File: src/rtl/sbw_pkg.sv
package sbw_pkg;
  typedef enum logic {
    ST_IDLE = 1'b0,
    ST_BEAT = 1'b1
  } sbw_state_e;

  localparam int unsigned LEN_W     = 3;
  localparam int unsigned MIN_BEATS = 2;
  localparam int unsigned MAX_BEATS = 4;

  function automatic logic [LEN_W-1:0] clamp_len(input logic [LEN_W-1:0] len);
    logic [LEN_W-1:0] res;
    res = len;
    if (len < LEN_W'(MIN_BEATS)) res = LEN_W'(MIN_BEATS);
    else if (len > LEN_W'(MAX_BEATS)) res = LEN_W'(MAX_BEATS);
    return res;
  endfunction
endpackage

File: src/rtl/sbw_rdy_sample.sv
module sbw_rdy_sample #(
  parameter bit FALL_EDGE = 1'b1
) (
  input  logic clk,
  input  logic rst_n,
  input  logic ext_rdy,
  output logic rdy_q
);
  generate
    if (FALL_EDGE) begin : g_fall
      always_ff @(negedge clk or negedge rst_n) begin
        if (!rst_n) rdy_q <= 1'b0;
        else        rdy_q <= ext_rdy;
      end
    end else begin : g_rise
      always_ff @(posedge clk or negedge rst_n) begin
        if (!rst_n) rdy_q <= 1'b0;
        else        rdy_q <= ext_rdy;
      end
    end
  endgenerate
endmodule

File: src/rtl/sbw_wait_timer.sv
module sbw_wait_timer #(
  parameter int unsigned WAIT_W = 4
) (
  input  logic              clk,
  input  logic              rst_n,
  input  logic              start,
  input  logic [WAIT_W-1:0] cfg_wait,
  input  logic              cfg_strobe_en,
  input  logic              run,
  input  logic              reload,
  input  logic              rdy_q,
  output logic              xfer,
  output logic              strobe_q
);
  logic [WAIT_W-1:0] cnt_q, cnt_d;
  logic [WAIT_W-1:0] reload_q, reload_d;
  logic [WAIT_W-1:0] start_val;
  logic              strobe_d;

  always_comb begin
    start_val = cfg_wait;
    if (cfg_strobe_en && (cfg_wait == '0)) start_val = WAIT_W'(1);
  end

  assign xfer = run && (cnt_q == '0) && rdy_q;

  always_comb begin
    cnt_d    = cnt_q;
    reload_d = reload_q;
    strobe_d = strobe_q;
    if (start) begin
      cnt_d    = start_val;
      reload_d = start_val;
      strobe_d = cfg_strobe_en;
    end else if (reload) begin
      cnt_d = reload_q;
    end else if (run && (cnt_q != '0)) begin
      cnt_d = cnt_q - WAIT_W'(1);
    end
  end

  always_ff @(posedge clk or negedge rst_n) begin
    if (!rst_n) begin
      cnt_q    <= '0;
      reload_q <= '0;
      strobe_q <= 1'b0;
    end else begin
      cnt_q    <= cnt_d;
      reload_q <= reload_d;
      strobe_q <= strobe_d;
    end
  end


  wait_countdown_chk: assert property (@(posedge clk) disable iff (!rst_n)
    (run && !start && (cnt_q != '0)) |=> (cnt_q == $past(cnt_q) - WAIT_W'(1)));


  rdy_stall_chk: assert property (@(posedge clk) disable iff (!rst_n)
    (run && !start && (cnt_q == '0) && !rdy_q) |=> (cnt_q == '0));


  strobe_min_wait_chk: assert property (@(posedge clk) disable iff (!rst_n)
    (start && cfg_strobe_en) |=> (cnt_q != '0));
endmodule

File: src/rtl/sbw_beat_seq.sv
module sbw_beat_seq
  import sbw_pkg::*;
#(
  parameter int unsigned ADDR_W = 32,
  parameter int unsigned DATA_W = 32
) (
  input  logic              clk,
  input  logic              rst_n,
  input  logic              start,
  input  logic [ADDR_W-1:0] start_addr,
  input  logic [LEN_W-1:0]  start_len,
  input  logic              start_half,
  input  logic [DATA_W-1:0] wr_data,
  input  logic              advance,
  output logic              last,
  output logic [ADDR_W-1:0] addr_q,
  output logic [DATA_W-1:0] data_q,
  output logic              half_q,
  output logic              write_q
);
  localparam logic [ADDR_W-1:0] STEP_WORD = ADDR_W'(4);
  localparam logic [ADDR_W-1:0] STEP_HALF = ADDR_W'(2);

  logic [LEN_W-1:0]  beats_q, beats_d;
  logic [ADDR_W-1:0] addr_d;
  logic [DATA_W-1:0] data_d;
  logic              half_d, write_d;
  logic [ADDR_W-1:0] step;

  assign last = (beats_q == LEN_W'(1));
  assign step = half_q ? STEP_HALF : STEP_WORD;

  always_comb begin
    beats_d = beats_q;
    addr_d  = addr_q;
    data_d  = data_q;
    half_d  = half_q;
    write_d = write_q;
    if (start) begin
      beats_d = clamp_len(start_len);
      addr_d  = start_addr;
      data_d  = wr_data;
      half_d  = start_half;
      write_d = 1'b1;
    end else if (advance) begin
      if (last) begin
        beats_d = '0;
      end else begin
        beats_d = beats_q - LEN_W'(1);
        addr_d  = addr_q + step;
        data_d  = wr_data;
      end
    end
  end

  always_ff @(posedge clk or negedge rst_n) begin
    if (!rst_n) begin
      beats_q <= '0;
      addr_q  <= '0;
      data_q  <= '0;
      half_q  <= 1'b0;
      write_q <= 1'b0;
    end else begin
      beats_q <= beats_d;
      addr_q  <= addr_d;
      data_q  <= data_d;
      half_q  <= half_d;
      write_q <= write_d;
    end
  end


  beat_bound_chk: assert property (@(posedge clk) disable iff (!rst_n)
    beats_q <= LEN_W'(MAX_BEATS));


  hold_when_idle_chk: assert property (@(posedge clk) disable iff (!rst_n)
    (!start && !advance) |=> ($stable(addr_q) && $stable(data_q) && $stable(half_q)));
endmodule

File: src/rtl/sram_burst_wr.sv
module sram_burst_wr
  import sbw_pkg::*;
#(
  parameter int unsigned ADDR_W = 32,
  parameter int unsigned DATA_W = 32,
  parameter int unsigned WAIT_W = 4
) (
  input  logic              clk,
  input  logic              rst_n,
  input  logic [WAIT_W-1:0] cfg_wait,
  input  logic              cfg_strobe_en,
  input  logic              req_valid,
  input  logic [ADDR_W-1:0] req_addr,
  input  logic [2:0]        req_len,
  input  logic              req_half,
  input  logic [DATA_W-1:0] wr_data,
  output logic              data_take,
  output logic              busy,
  output logic              done,
  input  logic              ext_rdy,
  output logic              mem_cs_n,
  output logic              mem_we_n,
  output logic              mem_oe_n,
  output logic [ADDR_W-1:0] mem_addr,
  output logic [DATA_W-1:0] mem_data,
  output logic              mem_half,
  output logic              mem_write
);
  sbw_state_e state_q, state_d;
  logic done_d;
  logic accept, in_beat, xfer, last, reload, rdy_q, strobe_q;

  assign in_beat = (state_q == ST_BEAT);
  assign accept  = (state_q == ST_IDLE) && req_valid;
  assign reload  = xfer && !last;

  sbw_rdy_sample #(.FALL_EDGE(1'b1)) rdy_i (
    .clk     (clk),
    .rst_n   (rst_n),
    .ext_rdy (ext_rdy),
    .rdy_q   (rdy_q)
  );

  sbw_wait_timer #(.WAIT_W(WAIT_W)) timer_i (
    .clk           (clk),
    .rst_n         (rst_n),
    .start         (accept),
    .cfg_wait      (cfg_wait),
    .cfg_strobe_en (cfg_strobe_en),
    .run           (in_beat),
    .reload        (reload),
    .rdy_q         (rdy_q),
    .xfer          (xfer),
    .strobe_q      (strobe_q)
  );

  sbw_beat_seq #(.ADDR_W(ADDR_W), .DATA_W(DATA_W)) seq_i (
    .clk        (clk),
    .rst_n      (rst_n),
    .start      (accept),
    .start_addr (req_addr),
    .start_len  (req_len),
    .start_half (req_half),
    .wr_data    (wr_data),
    .advance    (xfer),
    .last       (last),
    .addr_q     (mem_addr),
    .data_q     (mem_data),
    .half_q     (mem_half),
    .write_q    (mem_write)
  );

  always_comb begin
    state_d = state_q;
    done_d  = 1'b0;
    case (state_q)
      ST_IDLE: if (req_valid) state_d = ST_BEAT;
      ST_BEAT: if (xfer && last) begin
        state_d = ST_IDLE;
        done_d  = 1'b1;
      end
      default: state_d = ST_IDLE;
    endcase
  end

  always_ff @(posedge clk or negedge rst_n) begin
    if (!rst_n) begin
      state_q <= ST_IDLE;
      done    <= 1'b0;
    end else begin
      state_q <= state_d;
      done    <= done_d;
    end
  end

  assign busy      = in_beat;
  assign data_take = accept || reload;
  assign mem_cs_n  = !in_beat;
  assign mem_we_n  = !(strobe_q && xfer);
  assign mem_oe_n  = 1'b1;


  we_inside_cs_chk: assert property (@(posedge clk) disable iff (!rst_n)
    !mem_we_n |-> !mem_cs_n);


  we_single_cycle_chk: assert property (@(posedge clk) disable iff (!rst_n)
    !mem_we_n |=> mem_we_n);


  done_after_cs_chk: assert property (@(posedge clk) disable iff (!rst_n)
    done |-> (mem_cs_n && $past(!mem_cs_n)));


  busy_no_take_chk: assert property (@(posedge clk) disable iff (!rst_n)
    (busy && !xfer) |-> !data_take);


  addr_hold_chk: assert property (@(posedge clk) disable iff (!rst_n)
    (mem_cs_n && $past(mem_cs_n)) |-> $stable(mem_addr));
endmodule

File: config.mk
export PLATFORM = sky130hd
export DESIGN_NAME = sram_burst_wr
export DESIGN_NICKNAME = d
export VERILOG_FILES = /design/src/rtl/sbw_pkg.sv /design/src/rtl/sbw_rdy_sample.sv /design/src/rtl/sbw_wait_timer.sv /design/src/rtl/sbw_beat_seq.sv /design/src/rtl/sram_burst_wr.sv
export SDC_FILE = /design/constraint.sdc
export NUM_CORES = 1
export LEC_CHECK = 0
export BUFFER_PORTS_ARGS = -buffer_cell sky130_fd_sc_hd__buf_2
export CAP_MARGIN = 10
export CORE_UTILIZATION = 44
export CTS_CLUSTER_DIAMETER = 30
export DETAILED_ROUTE_END_ITERATION = 6
export PLACE_DENSITY = 0.76
export REMOVE_ABC_BUFFERS = 1
export SKIP_CTS_REPAIR_TIMING = 1
export SLEW_MARGIN = 25
export SYNTH_ARGS = -nofsm -noshare
export SYNTH_HDL_FRONTEND = slang
export SYNTH_SLANG_ARGS = --single-unit
File: constraint.sdc
create_clock -name clk -period 2.3 [get_ports clk]
set_input_delay 0.115 -clock clk [delete_from_list [all_inputs] [get_ports clk]]
set_output_delay 0.115 -clock clk [all_outputs]
set_load 0.02 [all_outputs]
# Yosys cells after proc, flatten, opt, wreduce, memory -nomap -nowiden
# Index checks and enable logic that the tools add are counted.
[op_classes] add_sub_neg=3 n_lt_le_gt_ge=2 eq_ne=2 n_mux=21 bitwise=1 reduce_logical=18
[ops] op="32-bit two-way mux" n=6
[ops] op="32-bit adder" n=1
[ops] op="3-bit two-way mux" n=6
[ops] op="4-bit two-way mux" n=4
[ops] op="1-bit logical AND" n=8
[ops] op="4-bit logical NOT" n=2
[ops] op="1-bit two-way mux" n=4
[ops] op="4-bit nonzero test" n=1
[ops] op="4-bit by 1-bit subtractor with 4-bit output (second input constant)" n=1
[ops] op="3-bit by 1-bit == test with 1-bit output (second input constant)" n=1
[ops] op="3-bit greater-than comparator (second input constant)" n=1
[ops] op="1-bit logical NOT" n=3
[ops] op="3-bit by 2-bit less-than comparator with 1-bit output (second input constant)" n=1
[ops] op="3-bit nonzero test" n=1
[ops] op="3-bit by 1-bit subtractor with 3-bit output (second input constant)" n=1
[ops] op="2-bit inequality test (second input constant)" n=1
[ops] op="1-bit one-hot mux with 2 select lines" n=1
[ops] op="2-bit AND reduction" n=1
[ops] op="2-bit nonzero test" n=1
[ops] op="1-bit logical OR" n=1
[ops] op="1-bit NOT" n=1
[totals] ff_bits=81 inputBits=77 output_inout_bits=72 word_cells=58

# Longest topological paths before layout
[logic_depth] word_depth=6 depth_mapped=10 ltp_nobuf=8

# Hierarchy
# A second synthesis with hierarchy kept.
[hier_totals] hier_cells=375 hier_area_um2=3990.1
[modules_own_cells] module="sbw_beat_seq" instances=1 cells_each=309 area_each_um2=3281.9 seq_area_each_um2=1726.7
[modules_own_cells] module="sbw_wait_timer" instances=1 cells_each=53 area_each_um2=569.3 seq_area_each_um2=225.2
[modules_own_cells] module="sram_burst_wr" instances=1 cells_each=12 area_each_um2=113.9 seq_area_each_um2=50.0
[modules_own_cells] module="sbw_rdy_sample" instances=1 cells_each=1 area_each_um2=25.0 seq_area_each_um2=25.0

==> reports/metrics.sh <==
PRE_ANTENNA_DRT_ITERS=4
PLACE_CONGESTION=0.843
TIMING.SLEW.HEADROOM_PCT=50.7
STD_CELL_ROWS=33
IRDROPWORSTVDD_uV=699
ROUTE.FINAL.WIRE_LENGTH_MICRONS=12000
SEQ_AREA_FRAC_SYNTH_PCT=52.0
MOSTFREQUENTLAYOUTCELL='sky130_fd_sc_hd__buf_2'
CLOCKBUFFERDEPTH=2
SETUP_VIOL=72
SYNTH.CELL_AREA_SQ_UM=3900
VIAS_IN_THE_FIRST_GLOBAL_ROUTE=3330
SYNTH_SEQ_CELLS=81
CRITICAL_PATH.CELL_CHAIN='nand2_4 -> nor3_4 -> nor2_2 -> inv_2 -> buf_4 -> clkbuf_16 -> mux2_2'
TOTAL_LEAKAGE_POWER_nW=2.85
FINAL_LAYOUT_WORST_HOLD_SLACK_PS=-17.7
FINAL_NET_COUNT=698
GLOBALROUTEMET2UTIL_PCT=35.9
DIODE_COUNT=0
SYNTH_TOP_FLOP_CELL='sky130_fd_sc_hd__dfrtp_1'
CRIT_ARRIVAL_PS=3040
CLOCK_PIN_TRANSITION_ON_THE_WORST_SETUP_AND_HOLD_TIMING_PATHS_PS=90
LAYOUT-DRIVE-GT1-SHARE_PCT=45.4
NETLIST_INSTANCES=372
PRE_CTS_WS_PS=-580
MAX_CAP_VIOL_COUNT=0
ANTENNA_FOUND_INITIAL=0
GRT_PASS1_WL_MICRONS=15300
SHARE_COMB_OF_TOTAL_POWER_PCT=49.7
TRITONCTS='yes'
CP_TOP_FAMILY='flip-flops'
SYNTH-ASYNC-RESET-RATIO_PCT=100
SYNTH.AVG_CELL_AREA_SQ_UM=10.5
LAYOUT.CELL_AREA.NON_FILLER_SQ_UM=6140
WORSTPATHBUFFERINVERTERCOUNT=3
WORST_SETUP_PATH_STARTPOINT='rdy_i.rdy_q'
PIN_COUNT_OF_THE_BIGGEST_NET_ENTERING_GLOBAL_ROUTING=81
FIRST_ITER_VIOLATIONS=152
TIMING.CRITICAL_PATH.FROM_TYPE='flop'
POWER.SWITCHING_mW=3.33
LAUNCH_POINT_OF_THE_WORST_HOLD_PATH='req_addr[23]'
TOP_LEVEL_PORTS=149
EDFF_COUNT_SYNTH=0
SHARE_SEQ_OF_TOTAL_POWER_PCT=34.1
GR-USAGE-ALL-LAYERS_PCT=21.8
PLACEDCELLCOUNT=634
CP_SLOWEST_CELL='sky130_fd_sc_hd__dfrtn_1'
IO_BUFFERS=147
FINAL.SETUP_SKEW_PS=22.9
POWER.SWITCHING_FRACTION_PCT=41.9
GROUTE.LAYER.MET3.USAGE_PCT=4.74
REQUIRED_PS=2550
WORST_R2R_STARTPOINT='rdy_i.rdy_q'
RSZ0062_AT_GRT='true'
GR-TOTAL-OVERFLOW=0
CPPEAKSTAGEDELAY_PS=450
SYNTHDISTINCTLIBCELLS=45
DP.FINAL_HPWL_MICRONS=7170
CTS_ROOT_BUFFER='sky130_fd_sc_hd__clkbuf_8'
START_UTIL_PCT=46.5
CTS-BUFFERS-INSERTED=9
MOST_CROWDED_LAYER_AFTER_GLOBAL_ROUTING='met2'
INTPOWER_mW=4.62
DRC_VIOLS=0
POST_LAYOUT_POWER_mW=7.95
AREA_OF_THE_PLACEABLE_CORE_SQ_UM=8380
ROUTE.DETAILED.VIAS_PER_INST=5.25
ANTENNA_LEFT=0
VIOLATED_CHECKS='hold timing, setup timing'
VIA_COUNT=3803
FINAL.SETUP.WORST_SLACK_PS=-487
DIE_AREA_SQ_UM=9240
WORST_HOLD_PATH_TYPE='primary input to flop'
CTS_MAX_LEVEL=3
CRIT_PATH_END_KIND='flop'
CLK-INSERTION-DELAY-LATE_PS=360
GRT_MET1_USE_PCT=27.6
DIE_WIDTH_MICRONS=96.1
REPORT.FINAL.SLEW_VIOL_COUNT=0
WORSTSETUPPATHTYPE='flop to flop'
STATUS='finished, violations left'
POWERDENSITY_nW_PER_UM2=1290
LAYOUTNONFILLERINSTCOUNT=724
CHIPHEIGHT_MICRONS=96.1
WORST-SLEW-PIN-TRANSITION_PS=739
WORST-PATH-MAX-FANOUT=6
SYNTHTOLAYOUTAREAGROWTH_PCT=57.5
YOSYS_WARNINGS=0
FILLER_CELL_COUNT=579
TIMING.FINAL.HOLD_VIOLATIONS=1
MOSTFREQUENTLAYOUTCELLS='sky130_fd_sc_hd__buf_2 (145), sky130_fd_sc_hd__dfrtp_1 (80), sky130_fd_sc_hd__dlygate4sd3_1 (56), sky130_fd_sc_hd__nand2_1 (48), sky130_fd_sc_hd__buf_4 (33)'
P_CLK_SHARE_PCT=16.1
CTS.SINKS=81
TNS_PS=-29170
POST_DRT_WL_PER_CELL_MICRONS=16.6
PLACED_CELL_AREA_SQ_UM=4900
final cells by class:
type                    instances  area [sq um]  area share, %
clock inverters                 6           116           1.89
multi-input cells             262          1970           32.1
inverters                      12          45.0          0.733
repair buffers                248          1720           28.1
flip-flops and latches         81          2030           33.0
clock buffers                  10           128           2.08
well taps                     105           131           2.14
final timing paths:
check | end | slack (ps) | depth (start not counted)
min in group asynchronous | seq_i.addr_q[1] | 460 | 3
hold / removal | seq_i.addr_q[23] | -20 | 3
hold reg to reg | seq_i.write_q | 480 | 1
max in group asynchronous | rdy_i.rdy_q | 1040 | 2
setup / recovery | seq_i.data_q[6] | -490 | 7
setup reg to reg | seq_i.data_q[6] | -490 | 7
logic make-up after synthesis:
family	share of synthesized area (%)
fa+ha+maj	2.44
mux	9.82
xor+xnor	4.72
flops	52.0
buf+inv	3.50
other cells	0.0962
simple gates	18.3
compound gates	9.11
power groups by stage:
stage          logic (mW)  clock network, mW  registers (mW)
6_report             3.95               1.28            2.71
3_3_place_gp         3.22                  0            2.65
2_1_floorplan        1.38                  0            3.35
3_5_place_dp         3.34                  0            2.69
5_1_grt              4.26               1.36            2.80
4_1_cts              3.35               1.31            2.67
flip-flops by register name, indices dropped and copies added, names as in the netlist:
name              count
timer_i.reload_q      4
timer_i.cnt_q         4
timer_i.strobe_q      1
seq_i.addr_q         32
seq_i.half_q          1
seq_i.beats_q         3
seq_i.data_q         32
busy                  1
seq_i.write_q         1
done                  1
rdy_i.rdy_q           1
metal layers:
layer	part of all wire (%)	up-vias	wire length (microns)
met5	0	-	0
met3	5.2	47	625
li1	-	1778	-
met2	51	156	6140
met1	39	1822	4740
met4	4.2	0	506
synth_stat cells (2+ instances only):
cell type | n | share of area, %
sky130_fd_sc_hd__nor2_1 | 24 | 2.3
sky130_fd_sc_hd__mux2_2 | 34 | 9.8
sky130_fd_sc_hd__nor3_1 | 7 | 0.90
sky130_fd_sc_hd__nand3_1 | 16 | 2.1
sky130_fd_sc_hd__nor3_2 | 2 | 0.51
sky130_fd_sc_hd__nor4_4 | 3 | 1.6
sky130_fd_sc_hd__buf_6 | 2 | 0.58
sky130_fd_sc_hd__dfrtp_1 | 80 | 51
sky130_fd_sc_hd__o21ai_1 | 2 | 0.26
sky130_fd_sc_hd__nand2_1 | 54 | 5.2
sky130_fd_sc_hd__clkbuf_1 | 9 | 0.87
sky130_fd_sc_hd__and3_1 | 3 | 0.48
sky130_fd_sc_hd__o21ai_0 | 29 | 3.7
sky130_fd_sc_hd__nand4_1 | 11 | 1.8
sky130_fd_sc_hd__o211ai_1 | 4 | 0.77
sky130_fd_sc_hd__buf_2 | 4 | 0.51
sky130_fd_sc_hd__ha_1 | 6 | 1.9
sky130_fd_sc_hd__inv_1 | 11 | 1.1
sky130_fd_sc_hd__xor2_1 | 14 | 3.1
sky130_fd_sc_hd__a21oi_1 | 8 | 1.0
sky130_fd_sc_hd__xnor2_1 | 7 | 1.6
sky130_fd_sc_hd__o22ai_1 | 2 | 0.32
sky130_fd_sc_hd__nand4b_1 | 2 | 0.45
sky130_fd_sc_hd__a31oi_1 | 8 | 1.3
sky130_fd_sc_hd__nor2b_1 | 2 | 0.32
sky130_fd_sc_hd__buf_4 | 2 | 0.38
sky130_fd_sc_hd__or3_1 | 6 | 0.96
sky130_fd_sc_hd__nand2b_1 | 3 | 0.48
worst reg2reg max path, delay by kind of cell, from the launching register on:
| kind | cells | cell delay (ps) |
|---|---|---|
| flip-flops | 1 | 450 |
| buffers and inverters | 3 | 390 |
| AND/OR/NAND/NOR | 3 | 380 |
| multiplexers | 1 | 330 |
stage by stage:
stage          util [%]  hold WS [ps]
6_report           73.3         -17.7
3_5_place_dp       58.5           321
2_1_floorplan         -          -181
3_3_place_gp       58.5           318
5_1_grt            73.3          4.27
4_1_cts            61.4         -61.8
No activity file was read; power rests on OpenSTA's default activity.
